### config.mk
export PLATFORM = sky130hd
export DESIGN_NAME = half_to_double_widen
export DESIGN_NICKNAME = d
export VERILOG_FILES = /design/src/rtl/half_to_double_widen.sv
export SDC_FILE = /design/constraint.sdc
export NUM_CORES = 1
export LEC_CHECK = 0
export CORE_ASPECT_RATIO = 1.4
export CORE_UTILIZATION = 46
export CTS_BUF_LIST = sky130_fd_sc_hd__clkbuf_4
export CTS_CLUSTER_DIAMETER = 80
export CTS_CLUSTER_SIZE = 30
export DETAILED_ROUTE_END_ITERATION = 10
export HOLD_SLACK_MARGIN = 0.15
export PLACE_DENSITY_LB_ADDON = 0.05
export SYNTH_ARGS = -nofsm -noshare
export SYNTH_HDL_FRONTEND = slang
export SYNTH_SLANG_ARGS = --single-unit
### constraint.sdc
create_clock -name clk -period 8.2 [get_ports clk]
set_input_delay 0.82 -clock clk [delete_from_list [all_inputs] [get_ports clk]]
set_output_delay 0.82 -clock clk [all_outputs]
set_load 0.01 [all_outputs]
### src/rtl/half_to_double_widen.sv
module half_to_double_widen (
  input  logic        clk,
  input  logic        rst,
  input  logic        in_valid,
  input  logic [15:0] in_half,
  output logic        out_valid,
  output logic [63:0] out_dbl
);
  localparam int HFRAC  = 10;
  localparam int HEXP   = 5;
  localparam int DFRAC  = 52;
  localparam int DEXP   = 11;
  localparam int HBIAS  = 15;
  localparam int DBIAS  = 1023;
  localparam int PAD    = DFRAC - HFRAC;
  localparam int REBIAS = DBIAS - HBIAS;
  localparam logic [HEXP-1:0] HEXP_TOP = '1;
  localparam logic [DEXP-1:0] DEXP_TOP = '1;

  logic            sgn;
  logic [HEXP-1:0] hexp;
  logic [HFRAC-1:0] hfrac;
  logic [3:0]      lz;
  logic [HFRAC-1:0] sub_frac;
  logic [DEXP-1:0] res_exp;
  logic [HFRAC-1:0] res_frac;

  assign sgn   = in_half[15];
  assign hexp  = in_half[14:10];
  assign hfrac = in_half[9:0];

  always_comb begin
    logic found;
    found = 1'b0;
    lz = 4'd0;
    for (int i = HFRAC - 1; i >= 0; i--) begin
      if (!found && hfrac[i]) begin
        lz = 4'(HFRAC - 1 - i);
        found = 1'b1;
      end
    end
  end

  assign sub_frac = hfrac << (lz + 4'd1);

  always_comb begin
    if (hexp == '0) begin
      if (hfrac == '0) begin
        res_exp  = '0;
        res_frac = '0;
      end else begin
        res_exp  = DEXP'(REBIAS) - DEXP'(lz);
        res_frac = sub_frac;
      end
    end else if (hexp == HEXP_TOP) begin
      res_exp  = DEXP_TOP;
      res_frac = hfrac;
    end else begin
      res_exp  = DEXP'(hexp) + DEXP'(REBIAS);
      res_frac = hfrac;
    end
  end

  always_ff @(posedge clk) begin
    if (rst) begin
      out_valid <= 1'b0;
      out_dbl   <= '0;
    end else begin
      out_valid <= in_valid;
      if (in_valid) out_dbl <= {sgn, res_exp, res_frac, {PAD{1'b0}}};
    end
  end

  a_r1_sign_kept: assert property (@(posedge clk) disable iff (rst)
    in_valid |=> out_dbl[63] == $past(in_half[15]));

  a_r2_zero: assert property (@(posedge clk) disable iff (rst)
    (in_valid && in_half[14:0] == 15'd0) |=> out_dbl[62:0] == 63'd0);

  a_r3_normal_frac: assert property (@(posedge clk) disable iff (rst)
    (in_valid && in_half[14:10] != 5'd0 && in_half[14:10] != 5'd31)
      |=> (out_dbl[51:42] == $past(in_half[9:0]) && out_dbl[41:0] == 42'd0));

  a_r4_sub_range: assert property (@(posedge clk) disable iff (rst)
    (in_valid && in_half[14:10] == 5'd0 && in_half[9:0] != 10'd0)
      |=> (out_dbl[62:52] >= 11'd999 && out_dbl[62:52] <= 11'd1008 && out_dbl[41:0] == 42'd0));

  a_r5_inf: assert property (@(posedge clk) disable iff (rst)
    (in_valid && in_half[14:0] == 15'h7c00) |=> (out_dbl[62:52] == 11'h7ff && out_dbl[51:0] == 52'd0));

  a_r6_nan_payload: assert property (@(posedge clk) disable iff (rst)
    (in_valid && in_half[14:10] == 5'd31 && in_half[9:0] != 10'd0)
      |=> (out_dbl[62:52] == 11'h7ff && out_dbl[51:42] == $past(in_half[9:0])));

  a_r7_latency_hi: assert property (@(posedge clk) disable iff (rst)
    in_valid |=> out_valid);

  a_r7_latency_lo: assert property (@(posedge clk) disable iff (rst)
    !in_valid |=> !out_valid);

  a_r8_reset_clears: assert property (@(posedge clk)
    rst |=> !out_valid);

  a_r9_hold: assert property (@(posedge clk) disable iff (rst)
    !in_valid |=> $stable(out_dbl));
endmodule

Yosys cells after proc, flatten, opt, wreduce, memory -nomap -nowiden

Index checks and enable logic that the tools add are counted.

Flip-flop bits (word level): 23
Input bits: 19

Add/subtract/negate cells: 3
Equal/unequal tests: 1
Shift-type cells: 1
Mux-type cells: 23
Reduce and logical (&&, ||, !) cells: 20

Operators with widths:

| operator                | count |
|---|---|
| $mux W11                | 3 |
| $mux W4                 | 8 |
| $mux W10                | 2 |
| $add A5 B10 Y11 const B | 1 |
| $sub A10 B4 Y11 const A | 1 |
| $logic_not A10 Y1       | 1 |
| $mux W1                 | 10 |
| $shl A10 B4 Y10         | 1 |
| $logic_and A1 B1 Y1     | 9 |
| $logic_not A1 Y1        | 9 |
| $eq A5 B5 Y1 const B    | 1 |
| $logic_not A5 Y1        | 1 |
| $add A4 B1 Y4 const B   | 1 |

Logic depth before layout (Yosys ltp)

Gate-level depths: netlist (run 1).

Depth in word-level cells: 32
Gate-level depth with buffers: 12
Mapped depth without buffers: 10

Least setup slack after synthesis (run 1)

OpenSTA, ideal clock, no wires.

Path kind: input to register
Start point: input in_half[3]
End point: register out_dbl[45]
Setup time: 0.086 ns
Arrival: 3.281 ns
Path slack: 4.834 ns
Stages: 11
Buffers on the path: 2
Path through: clkbuf_2 > nor4_1 > nand3_1 > o21ai_0 > ha_1 > inv_1 > clkbuf_1 > o221ai_1 > o31ai_1 > a22oi_1 > a211oi_1

Cells in the longest elaborated chain, start to end: 15
Elaborated cells on any way between the ends: 19
Those cells by class: 1 x add/sub; 1 x shift; 9 x mux; 8 x reduce/logical

Ends and longest elaborated chain:

| element                | RTL line | source |
|---|---|---|
| start: declaration     | 5        | `input logic [15:0] in_half,` |
| $logic_and A1 B1 Y1    | 37       | `if (!found && hfrac[i]) begin` |
| $mux W1                | 37       |  |
| $logic_not A1 Y1       | 37       |  |
| $logic_and A1 B1 Y1    | 37       |  |
| $mux W1                | 37       |  |
| $logic_not A1 Y1       | 37       |  |
| $logic_and A1 B1 Y1    | 37       |  |
| $mux W1                | 37       |  |
| $logic_not A1 Y1       | 37       |  |
| $logic_and A1 B1 Y1    | 37       |  |
| $mux W4                | 37       |  |
| $add A4 B1 Y4          | 44       | `assign sub_frac = hfrac << (lz + 4'd1);` |
| $shl A10 B4 Y10        | 44       |  |
| $mux W10               | 48       | `if (hfrac == '0) begin` |
| $mux W10 *             | 47       | `if (hexp == '0) begin` |
| end signal: assignment | 70       | `if (in_valid) out_dbl <= {sgn, res_exp, res_frac, {PAD{1'b0}}};` |
| end: declaration       | 7        | `output logic [63:0] out_dbl` |

Every way passes the cells marked *; elsewhere a longest branch is shown, timed or not.
A chain may end at the register's enable or synchronous reset.

Worst setup path in the final report (run 1)

Start point: input in_half[2]
End point: register out_dbl[45]

Cells in the longest elaborated chain, start to end: 12
Elaborated cells on any way between the ends: 15
Those cells by class: 1 x add/sub; 1 x shift; 7 x mux; 6 x reduce/logical

Ends and longest elaborated chain:

| element             | RTL line |
|---|---|
| $logic_and A1 B1 Y1 | 37 |
| $mux W1             | 37 |
| $logic_not A1 Y1    | 37 |
| $logic_and A1 B1 Y1 | 37 |
| $mux W1             | 37 |
| $logic_not A1 Y1    | 37 |
| $logic_and A1 B1 Y1 | 37 |
| $mux W4             | 37 |
| $add A4 B1 Y4       | 44 |
| $shl A10 B4 Y10     | 44 |
| $mux W10 *          | 48 |
| $mux W10 *          | 47 |

Marks and branches as above.

==> results of run 1 <==
## tightest hold or removal path, delay by kind of cell (launching register included)
kind / cells / cell delay [ns]
and+or+nand+nor: 2 / 0.12
DFF: 1 / 0.33
## metal layers
metal,GRT usage,part of all wire,vias to the layer above
met1,0.2774,0.45,799
li1,-,-,829
met4,0.09000,0.016,0
met5,0,0,-
met3,0.01518,0.036,7
met2,0.3819,0.50,73
## state kept, by name, summed over array words and instances, names as in the netlist
register / flops
out_dbl: 18
out_valid: 1
## final cells by class
type                       count  area, um2
inverter                       8      30.03
sequential                    19      380.4
multi-input combinational    196       1150
timing repair buffer          42      417.9
clock buffer                   3      22.52
fill                         382       1683
clock inverter                 1      5.005
tap                           42      52.55
## cell usage in the layout, fill, tap and decap left out, drive strengths merged, types with 6 or more instances in the layout
cell type and n:
conb 42, a211oi 7, nand2 12, dfxtp 19, clkdlybuf4s50 41, a311oi 6
a21oi 18, nor2 24, inv 8, o21ai 8, nor3 11, mux2i 7
nand3 7
## power groups by stage
stage / Combinational, W / Sequential, W / Clock [W]
floorplan: 0.0000711 / 0.000108 / 0
global placement: 0.0000937 / 0.000104 / 0
detailed placement: 0.0000933 / 0.000105 / 0
CTS: 0.0000936 / 0.000103 / 0.0000494
global route: 0.000102 / 0.000104 / 0.0000557
finish: 0.0000945 / 0.000102 / 0.0000475
## through the flow
stage / area, um2 / instances / setup slack, ns / total power (W)
2_1_floorplan: 1986 / 286 / 4.834 / 0.0001787
4_1_cts: 2058 / 311 / 4.338 / 0.0002455
3_3_place_gp: 2031 / 307 / 4.053 / 0.0001979
6_report: 2058 / 311 / 4.258 / 0.0002445
3_5_place_dp: 2031 / 307 / 4.024 / 0.0001980
5_1_grt: 2058 / 311 / 4.138 / 0.0002617
## final timing paths
| kind | startpoint | endpoint | slack [ns] | cells after the start |
|---|---|---|---|---|
| hold / removal | out_dbl[49] | out_dbl[49] | 0.48 | 2 |
| setup / recovery | in_half[2] | out_dbl[45] | 4.26 | 10 |
| setup reg to reg | out_dbl[50] | out_dbl[50] | 7.00 | 4 |
| hold reg to reg | out_dbl[49] | out_dbl[49] | 0.48 | 2 |
## logic make-up after synthesis
logic type | Yosys count | synth area share
AND/OR/NAND/NOR | 74 | 0.2145
buffers and inverters | 71 | 0.2486
AO/OA/AOI/OAI | 68 | 0.2609
flip-flops | 19 | 0.2076
multiplexers | 7 | 0.03825
XOR/XNOR | 3 | 0.01435
adder cells (fa/ha/maj) | 2 | 0.01366
other | 1 | 0.002047
==> flow_summary.ini, run 1 <==
[drt]
drc = 0
first_iter_violations = 45
ant_nets = 0
routed_via_density = 5.492
detail_route.wl_per_cell_um = 14.69
dr.pass1.iters = 4
num_vias = 1708
wirelength_mm = 4.568

[finish]
fin_util = 0.5502
syn_to_final_growth_pct = 12.36
nets = 291
diodes = 0
layout-drive-gt1-share = 0.04461

[setup_path]
required_ns = 8.41
crit_chain = clkdlybuf4s50_1 -> nor4_1 -> nand3_1 -> o21ai_0 -> ha_1 -> inv_1 -> o221ai_1 -> o31ai_1 -> a22oi_1 -> a211oi_1
setup.worst_path.class = in -> reg
cp-end-kind = register
cpMaxStageDelayCell = nor4_1
arrival_ns = 4.16
critPathTopFamily = simple AND/OR/NAND/NOR gates
critPathMaxFanout = 11
cp-start-kind = input port
critPathMaxStageDelay_ns = 0.89
critical_path_buf_inv_count = 2

[sta]
rsz0062_at_grt = false
fin_skew_ns = 0
whs_ns = 0.4842
setup_tns_ns = 0
period_share = 0.4807
final-setup-viol-count = 0
fin_crit_ns = 3.942
finalMaxSlewViolations = 0
max_slew_margin = 0.3682
tightestPinTransition_ns = 0.9390
fmax_mhz = 253.7
finalHoldViolations = 0

[yosys]
synth.area.top_cells = dfxtp_1, buf_4, a21oi_1
async_flop_share = 0
synthTopCellsByCount = buf_4, nor2_1, dfxtp_1
yosysTopAreaCell = dfxtp_1
yosys_warnings = 0
postSynthCellCount = 245
synth_ff_type = dfxtp_1
yosysMostFrequentCell = buf_4
yosys.area.top_type_share = 0.2077
seq_area_frac_synth = 0.2077
ys_ff_latch = 19
ys_types = 54
syn_area_per_cell_um2 = 7.477
synth-edff-count = 0
syn_area_mm2 = 0.001832

[floorplan]
ios = 84
start_util = 0.4896
row_count = 26
dieArea_mm2 = 0.004242
fp.coreArea_mm2 = 0.003741
fp.dieH_um = 76.67
chipWidth_um = 55.33

[power_and_ir_drop]
powerDensity_mw_per_mm2 = 118.8
p_clk_frac = 0.194
cellLeakagePower_nw = 0.8487
switching_power_w = 0.00008732
internal_power_w = 0.0001571
pwr-share-seq = 0.419
peakVddDrop_mv = 0.08751
power_switching_share = 0.3572
combinationalPowerShare = 0.387

[hold_path]
hp-class = reg -> reg

[clock_tree]
cts.sinks = 19
cts_made_buffers = 3
cts.repair.resized = 0
holdBufCountCts = 0
path_clk_slew_ns = 0.11
cts_root_buf = clkbuf_4
clk_latency_ns = 0.30
cts_setup_buffers = 0
htreeDepth = 1
cts_tree = done
max-clock-path-buffers = 2

[global_routing]
overflow = 0
grt_pass1_wl_mm = 7.541
grt_max_degree = 36
antenna_found_initial = 0
grt_pass1_vias = 1523
track_usage = 0.2198

[job]
max-cap-violations = 0

[placement]
portBuffers = 41
gp_congestion = 0.8668
hpwl_mm = 3.514

[run_status]
status = completed
Note: power is estimated with default switching activity, not from simulation.
==> run 2, diff against run 1 <==
- CORE_UTILIZATION: 46 -> 43
- clock period: 8.2 -> 4.1 ns (I/O delays scaled with it)
==> run 2 against run 1 <==
Net effect: the flow now finishes with violations (design-rule violations); clock skew unchanged; largest cell class unchanged; via count unchanged; critical endpoint unchanged; global-route usage down 0.26 points; sequential power up 100%; largest power group unchanged; combinational power up 100%; flip-flop and latch count unchanged; wire length up 3.8%; hold slack better by 0.0068 ns; clock power up 100%; setup slack worse by 3.4 ns.
==> flow_summary.ini, run 2 (same netlist as run 1, synthesis figures left out) <==
[global_routing]
grt_pass1_vias = 1524
overflow = 0
grt_max_degree = 21
antenna_found_initial = 0
grt_pass1_wl_mm = 7.645
track_usage = 0.2172

[run_status]
failed_checks = design-rule violations
status = finished, violations left

[hold_path]
hp-class = reg -> reg

[finish]
syn_to_final_growth_pct = 13.25
nets = 293
fillers = 420
ff_latch_area_um2 = 380.4
diodes = 0
largest_register = out_dbl
final_common_cell = conb_1
multi_input_area_mm2 = 0.001150
layout-drive-gt1-share = 0.05166
largest_reg_flops = 18
layout_common_cells = conb_1, clkdlybuf4s50_1, nor2_1, dfxtp_1, a21oi_1
top_regs = out_dbl x18, out_valid x1
fin_cells = 314

[sta]
fin_crit_ns = 3.233
period_share = 0.7886
max_slew_margin = 0.5192
setup_tns_ns = 0
finalHoldViolations = 0
finalMaxSlewViolations = 0
fin_skew_ns = 0
tightestPinTransition_ns = 0.7190
fmax_mhz = 309.3
final-setup-viol-count = 0
rsz0062_at_grt = false

[setup_path]
critPathMaxFanout = 11
cp-end-kind = register
setup.worst_path.class = in -> reg
cpMaxStageDelayCell = clkdlybuf4s50_1
cp-start-kind = input port
arrival_ns = 3.45
crit_chain = clkdlybuf4s50_1 -> and2b_1 -> a211oi_4 -> o21ai_0 -> ha_1 -> inv_1 -> o31ai_1 -> a22oi_1 -> a211oi_1
required_ns = 4.31
critPathMaxStageDelay_ns = 0.72

[drt]
num_vias = 1708
dr.pass1.iters = 7
wirelength_mm = 4.742
detail_route.wl_per_cell_um = 15.10
routed_via_density = 5.439
first_iter_violations = 95
drc = 7
ant_nets = 0

[clock_tree]
cts_made_buffers = 3
cts.repair.resized = 0
holdBufCountCts = 0
htreeDepth = 1
clk_latency_ns = 0.30
max-clock-path-buffers = 2
cts.sinks = 19
cts_root_buf = clkbuf_4
cts_tree = done
path_clk_slew_ns = 0.11
cts_setup_buffers = 0

[placement]
gp_congestion = 0.8825
portBuffers = 41
hpwl_mm = 3.704
place_inst = 310

[power_and_ir_drop]
cellLeakagePower_nw = 0.8589
peakVddDrop_mv = 0.08060
powerDensity_mw_per_mm2 = 236.5

[job]
max-cap-violations = 0

[floorplan]
row_count = 27
chipWidth_um = 57.16
fp.dieH_um = 79.23
fp.coreArea_mm2 = 0.004020
dieArea_mm2 = 0.004529
ios = 84
start_util = 0.4556
[run 2: cell types whose count changed in the layout (fill, tap and decap cells not counted), sizes merged]
cell  previous run  this run
buf              1         3
[run 2: area by class of cell]
| class | instances | area share |
|---|---|---|
| Clock buffer | 3 | 0.01086 |
| Clock inverter | 1 | 0.002413 |
| Inverter | 8 | 0.01448 |
| Multi-Input combinational cell | 196 | 0.5543 |
| Sequential cell | 19 | 0.1834 |
| Tap cell | 43 | 0.02593 |
| Timing Repair Buffer | 44 | 0.2087 |
[run 2: worst paths after layout]
kind | from | slack, ns | endpoint | depth (start not counted)
worst max register to register | out_dbl[50] | 2.90 | out_dbl[50] | 4
worst min register to register | out_dbl[55] | 0.49 | out_dbl[55] | 2
worst max-delay path | in_half[8] | 0.87 | out_dbl[45] | 9
worst min-delay path | out_dbl[55] | 0.49 | out_dbl[55] | 2
[run 2: worst max-delay path: cells and delay by family]
| kind | cells | cell delay (ns) |
|---|---|---|
| buffers and inverters | 2 | 0.95 |
| adder cells (fa/ha/maj) | 1 | 0.49 |
| AO/OA/AOI/OAI | 5 | 1.31 |
| AND/OR/NAND/NOR | 1 | 0.27 |
[run 2: through the flow]
stage	util	hold slack (ns)	area (um2)	setup slack [ns]	total power, W
final	0.5160	0.4910	2074	0.8667	0.0004907
after global routing	0.5160	0.5053	2074	0.7193	0.0005226
after CTS	0.5160	0.4938	2074	0.9403	0.0004926
after detailed placement	0.5092	0.4775	2047	0.6021	0.0003970
after global placement	0.5092	0.4751	2047	0.6435	0.0003987
after floorplan	-	0.4953	1986	1.144	0.0003574
[run 2: report_power, final]
group	internal, W	switching (W)	leakage [nW]
combinational	0.0000809	0.000110	0.683
sequential	0.000198	0.00000683	0.158
clock	0.0000363	0.0000590	0.0177
total	0.000315	0.000175	0.859
[run 2: metal layers]
layer / global-route usage / vias up / wire [um]
li1: - / 835 / -
met1: 0.2577 / 764 / 1998
met2: 0.3776 / 97 / 2395
met3: 0.02769 / 12 / 240
met4: 0.1098 / 0 / 108
met5: 0 / - / 0
